===== src/rtl/cfg_pkg.sv =====
package cfg_pkg;

  typedef enum logic [1:0] {
    TL_LOW  = 2'b00,
    TL_MID  = 2'b01,
    TL_HIGH = 2'b10
  } tlvl_e;

  typedef enum logic [1:0] {
    SRC_PASS = 2'b00,
    SRC_DIV2 = 2'b01,
    SRC_DIV4 = 2'b10
  } src_e;

  localparam int SEL_W = 4;
  localparam int CNT_W = 2;

  // Unused code 11 folds onto the middle level.
  function automatic tlvl_e tl_decode(input logic [1:0] code);
    tlvl_e lvl;
    case (code)
      2'b00:   lvl = TL_LOW;
      2'b10:   lvl = TL_HIGH;
      default: lvl = TL_MID;
    endcase
    return lvl;
  endfunction

endpackage


===== src/rtl/cfg_rst_sync.sv =====
module cfg_rst_sync #(
  parameter int STAGES = 2
) (
  input  logic clk,
  input  logic arst_n,
  output logic srst_n
);
  logic [STAGES-1:0] sh_q;
  logic [STAGES-1:0] sh_d;

  always_comb begin
    sh_d = {sh_q[STAGES-2:0], 1'b1};
  end

  always_ff @(posedge clk or negedge arst_n) begin
    if (!arst_n) sh_q <= '0;
    else         sh_q <= sh_d;
  end

  assign srst_n = sh_q[STAGES-1];
endmodule


===== src/rtl/cfg_edge_det.sv =====
module cfg_edge_det (
  input  logic clk,
  input  logic rst_n,
  input  logic ref_lvl,
  input  logic edge_sel,
  output logic ref_q,
  output logic act
);
  logic ref_d;

  always_comb begin
    ref_d = ref_lvl;
    if (edge_sel) act = ref_lvl & ~ref_q;
    else          act = ~ref_lvl & ref_q;
  end

  always_ff @(posedge clk or negedge rst_n) begin
    if (!rst_n) ref_q <= 1'b0;
    else        ref_q <= ref_d;
  end
endmodule


===== src/rtl/cfg_div_cnt.sv =====
module cfg_div_cnt #(
  parameter int W = 2
) (
  input  logic         clk,
  input  logic         rst_n,
  input  logic         step,
  output logic [W-1:0] cnt_q
);
  logic [W-1:0] cnt_d;

  always_comb begin
    cnt_d = cnt_q;
    if (step) cnt_d = cnt_q + {{(W-1){1'b0}}, 1'b1};
  end

  always_ff @(posedge clk or negedge rst_n) begin
    if (!rst_n) cnt_q <= '0;
    else        cnt_q <= cnt_d;
  end
endmodule


===== src/rtl/cfg_bank_ctrl.sv =====
module cfg_bank_ctrl
  import cfg_pkg::*;
#(
  parameter int PAIR_W      = 2,
  parameter bit HAS_SEL     = 1'b1,
  parameter bit IS_FEEDBACK = 1'b0,
  parameter bit CAN_DIVIDE  = 1'b0
) (
  input  logic              clk,
  input  logic              rst_n,
  input  logic              act,
  input  logic              ref_q,
  input  logic              edge_sel,
  input  logic              gate_off,
  input  tlvl_e             byp,
  input  logic [SEL_W-1:0]  sel,
  input  logic [CNT_W-1:0]  div_q,
  output logic [PAIR_W-1:0] q
);
  tlvl_e s_hi;
  tlvl_e s_lo;
  logic  both_low;
  logic  both_high;
  logic  req;
  logic  en_q;
  logic  en_d;
  logic  inv;
  logic  lvl;
  src_e  mode;

  always_comb begin
    s_hi      = tl_decode(sel[3:2]);
    s_lo      = tl_decode(sel[1:0]);
    both_low  = (s_hi == TL_LOW)  && (s_lo == TL_LOW);
    both_high = (s_hi == TL_HIGH) && (s_lo == TL_HIGH);
  end

  // Requested enable, taken only on an active edge.
  always_comb begin
    if (!gate_off)          req = 1'b1;
    else if (byp == TL_MID) req = HAS_SEL && !both_low;
    else                    req = IS_FEEDBACK;
  end

  always_comb begin
    en_d = en_q;
    if (act) en_d = req;
  end

  always_ff @(posedge clk or negedge rst_n) begin
    if (!rst_n) en_q <= 1'b0;
    else        en_q <= en_d;
  end

  always_comb begin
    mode = SRC_PASS;
    if (CAN_DIVIDE && both_low)       mode = SRC_DIV4;
    else if (CAN_DIVIDE && both_high) mode = SRC_DIV2;
  end

  always_comb begin
    inv = (byp == TL_HIGH) && !edge_sel;
    case (mode)
      SRC_DIV2: lvl = div_q[0];
      SRC_DIV4: lvl = div_q[1];
      default:  lvl = ref_q ^ inv;
    endcase
  end

  assign q = {PAIR_W{en_q ? lvl : ~edge_sel}};
endmodule


===== src/rtl/clk_fanout_gate.sv =====
module clk_fanout_gate
  import cfg_pkg::*;
#(
  parameter int PAIR_W     = 2,
  parameter int RST_STAGES = 2
) (
  input  logic              clk,
  input  logic              rst_n,
  input  logic              ref_lvl,
  input  logic              edge_sel,
  input  logic              gate_off,
  input  logic [1:0]        bypass_lvl,
  input  logic [3:0]        cfg_a,
  input  logic [3:0]        cfg_b,
  input  logic [3:0]        cfg_c,
  output logic [PAIR_W-1:0] q_a,
  output logic [PAIR_W-1:0] q_b,
  output logic [PAIR_W-1:0] q_c,
  output logic [PAIR_W-1:0] q_d
);
  localparam int NUM_BANKS = 4;
  localparam int FB_BANK   = 2;
  localparam int SOLO_BANK = NUM_BANKS - 1;

  logic             rst_int;
  logic             ref_q;
  logic             act;
  logic [CNT_W-1:0] div_q;
  tlvl_e            byp;
  logic [SEL_W-1:0] sel_bus [NUM_BANKS];
  logic [PAIR_W-1:0] q_bus  [NUM_BANKS];

  assign byp        = tl_decode(bypass_lvl);
  assign sel_bus[0] = cfg_a;
  assign sel_bus[1] = cfg_b;
  assign sel_bus[2] = cfg_c;
  assign sel_bus[3] = {TL_MID, TL_MID};

  cfg_rst_sync #(.STAGES(RST_STAGES)) u_rst (
    .clk    (clk),
    .arst_n (rst_n),
    .srst_n (rst_int)
  );

  cfg_edge_det u_edge (
    .clk      (clk),
    .rst_n    (rst_int),
    .ref_lvl  (ref_lvl),
    .edge_sel (edge_sel),
    .ref_q    (ref_q),
    .act      (act)
  );

  cfg_div_cnt #(.W(CNT_W)) u_div (
    .clk   (clk),
    .rst_n (rst_int),
    .step  (act),
    .cnt_q (div_q)
  );

  for (genvar b = 0; b < NUM_BANKS; b++) begin : g_bank
    cfg_bank_ctrl #(
      .PAIR_W      (PAIR_W),
      .HAS_SEL     (b != SOLO_BANK),
      .IS_FEEDBACK (b == FB_BANK),
      .CAN_DIVIDE  (b == FB_BANK)
    ) u_bank (
      .clk      (clk),
      .rst_n    (rst_int),
      .act      (act),
      .ref_q    (ref_q),
      .edge_sel (edge_sel),
      .gate_off (gate_off),
      .byp      (byp),
      .sel      (sel_bus[b]),
      .div_q    (div_q),
      .q        (q_bus[b])
    );
  end

  assign q_a = q_bus[0];
  assign q_b = q_bus[1];
  assign q_c = q_bus[2];
  assign q_d = q_bus[3];
endmodule


===== config.mk =====
export PLATFORM = sky130hd
export DESIGN_NAME = clk_fanout_gate
export DESIGN_NICKNAME = d
export VERILOG_FILES = /design/src/rtl/cfg_pkg.sv /design/src/rtl/cfg_rst_sync.sv /design/src/rtl/cfg_edge_det.sv /design/src/rtl/cfg_div_cnt.sv /design/src/rtl/cfg_bank_ctrl.sv /design/src/rtl/clk_fanout_gate.sv
export SDC_FILE = /design/constraint.sdc
export NUM_CORES = 1
export LEC_CHECK = 0
export BUFFER_PORTS_ARGS = -buffer_cell sky130_fd_sc_hd__buf_2
export CAP_MARGIN = 20
export CORE_MARGIN = 8
export CORE_UTILIZATION = 30
export DETAILED_ROUTE_END_ITERATION = 16
export PLACE_DENSITY = 0.68
export SLEW_MARGIN = 5
export SYNTH_ARGS = -nofsm -noshare
export SYNTH_HDL_FRONTEND = slang
export SYNTH_SLANG_ARGS = --single-unit

===== constraint.sdc =====
create_clock -name clk -period 1.55 [get_ports clk]
set_clock_uncertainty 0.15 [all_clocks]
set_input_delay 0.155 -clock clk [delete_from_list [all_inputs] [get_ports clk]]
set_output_delay 0.155 -clock clk [all_outputs]
set_load 0.03 [all_outputs]

==> impl_metrics.ini <==
[run_status]
outcome = complete, but fails checks
violations = negative setup slack

[cts]
h-tree-depth = 1
tritoncts = yes
clockBufferDepth = 2
clk_latency_ns = 0.27
root_buffer = clkbuf_4
clock-sinks = 9
clkTransAtPathRegs_ns = 0.06
numCtsBuffers = 3

[power]
p_clk_share_pct = 22.1
peakVddDrop_mv = 0.580
p_per_area_nw_per_um2 = 1100
internal_power_mw = 0.553
power_frac_comb_pct = 40.8
finalPower_mw = 0.823
p_seq_share_pct = 37.0
p_sw_mw = 0.270
p_leak_nw = 0.359
switching_share_pct = 32.8

[timing]
hold_viol_final = 0
clock.fmax_mhz = 625
setup_tns_ns = -0.350
holdWs_ns = 0.0434
maxSlewViolCount = 0
setup_viol = 8
layout_min_cycle_time_ns = 1.60
fin_crit_sh_pct = 103
setup_slack_ns = -0.0488
rsz0062_at_grt = true

[worst_setup_path]
path_class = flop to output pin
critPathCaptureType = output pin
startpoint_type = flop
cp_data_arrival_time_ns = 1.29
worstPathRequired_ns = 1.24
critPathMaxFanout = 4

[routing]
wl_per_cell_um = 14.3
postRouteAntennaNets = 0
dr.pass1.iters = 4
viasPerCell = 5.01
drc = 0
vias = 471
drt-total-wl_um = 1350
drt-initial-drc-count = 9

[floorplan]
rows = 14
io_pins = 27
coreArea_um2 = 1520
die_y_um = 56.6
die_w_um = 56.6
start_util_pct = 32.5
dieArea_um2 = 3210

[cells_and_area]
finalNonFillerCells = 94
drive_gt1_share_pct = 50.0
area_growth_pct = 51.3
final_common_cell = buf_2
nFillCells = 136
post-route-util_pct = 49.2
final_nets = 98
final_cell_mix = 18 x buf_2, 11 x buf_4, 9 x dfrtp_1, 4 x dlygate4sd3_1
num_antenna_cells = 0

[logic_synthesis]
yosysWarnings = 0
ys_ff_latch = 9
syn_avg_cell_area_um2 = 11.3
ys_types = 23
postSynthCellCount = 44
synth_nets = 63
ys_seq_area_share_pct = 45.5
syn-cell-area_um2 = 495

[global_routing]
grt_util_all_layers_pct = 8.41
grt_pass1_wl_um = 2100
grt_max_degree = 8
grt_pass1_vias = 467
overflow = 0
antenna_found_initial = 0

[flow_run]
drv_cap = 0

[placed_design]
hpwlAfterDp_um = 1070
portBuffers = 26
place.gp.congestion = 0.755
place_inst = 83

[worst_hold_path]
hp-class = primary input to async pin
## worst max-delay path: stages, from the launching register on
cell     delay (ns)
dfrtp_1        0.42
xnor2_2        0.18
mux2i_1        0.22
buf_4          0.20
## final timing paths
kind | start | end | slack, ns | depth (start not counted)
worst max-delay path | u_edge.ref_q$_DFF_PN0_ | q_d[0] | -0.05 | 3
worst min-delay path | rst_n | u_rst.sh_q[1]$_DFF_PN0_ | 0.04 | 2
max in group asynchronous | u_rst.sh_q[1]$_DFF_PN0_ | u_div.cnt_q[1]$_DFFE_PN0P_ | 0.52 | 1
worst min register to register | u_rst.sh_q[0]$_DFF_PN0_ | u_rst.sh_q[1]$_DFF_PN0_ | 0.20 | 0
min in group clk | bypass_lvl[0] | g_bank[0].u_bank.en_q$_DFFE_PN0P_ | 0.07 | 3
worst max register to register | u_edge.ref_q$_DFF_PN0_ | g_bank[1].u_bank.en_q$_DFFE_PN0P_ | 0.09 | 4
## cell type report
cell class              instances  area [um^2]  share of cell area (%)
multi-input cells              30          243                    32.4
repair buffers                 35          235                    31.4
flip-flops and latches          9          225                    30.1
clock buffers                   4         26.3                    3.51
well taps                      16         20.0                    2.67
## logic make-up (layout without fill, tap and decap cells)
| family | count (synthesis) | after routing | share of synthesized area [%] |
|---|---|---|---|
| compound gates | 9 | 9 | 12.9 |
| xor+xnor | 4 | 4 | 7.07 |
| buf+inv | 5 | 39 | 8.33 |
| flops | 9 | 9 | 45.5 |
| mux | 4 | 4 | 9.09 |
| other cells | 1 | 1 | 0.757 |
| simple gates | 12 | 12 | 16.4 |
## metrics by stage
| stage | setup WS (ns) | cell area [um^2] |
|---|---|---|
| finish | -0.0488 | 749 |
| global route | -0.133 | 749 |
| CTS | -0.0772 | 742 |
| detailed placement | 0.0627 | 626 |
| global placement | 0.0996 | 626 |
| floorplan | -0.160 | 502 |
## power by group through the flow
stage          combinational, mW  sequential [mW]  clock, mW
3_5_place_dp               0.234            0.319          0
5_1_grt                    0.364            0.310      0.201
6_report                   0.336            0.305      0.182
4_1_cts                    0.319            0.304      0.188
2_1_floorplan              0.182            0.309          0
3_3_place_gp               0.234            0.319          0
## cell usage after synthesis
cell type  count  share of area, %
a21oi_1        1               1.0
nor3b_1        2               3.0
o41ai_1        2               3.5
or2_1          1               1.3
a31oi_1        2               2.5
conb_1         1              0.76
nor3b_2        1               2.5
xnor2_1        2               3.5
and3b_4        1               2.5
o21ai_0        1               1.0
nand4_1        1               1.3
dfrtp_1        9                45
o211ai_1       1               1.5
mux2_4         1               3.0
o221ai_1       1               1.8
and3_1         1               1.3
xor2_1         2               3.5
nor2_1         2               1.5
mux2i_1        3               6.1
buf_6          1               2.3
o31ai_1        1               1.5
nor3_1         3               3.0
buf_4          4               6.1
## metal layers
layer / part of all wire, % / up-vias / global-route usage (%) / wire [um]
li1: - / 228 / - / -
met3: 6.9 / 4 / 4.49 / 93
met1: 39 / 218 / 7.53 / 519
met2: 53 / 21 / 14.4 / 716
met5: 0 / - / 0 / 0
met4: 1.4 / 0 / 5.15 / 19
## registers in the layout, indices dropped and copies added (netlist names)
name	flops
u_rst.sh_q	2
u_edge.ref_q	1
g_bank.u_bank.en_q	4
u_div.cnt_q	2
## timing repair
action	4_1_cts	5_1_grt
pin swaps	4	0
setup buffers	2	1
endpoints found under the hold margin	13	0
hold buffers	4	0
gates resized for setup	11	0
endpoints found under the setup margin	8	8
Note: power is estimated with default switching activity, not from simulation.
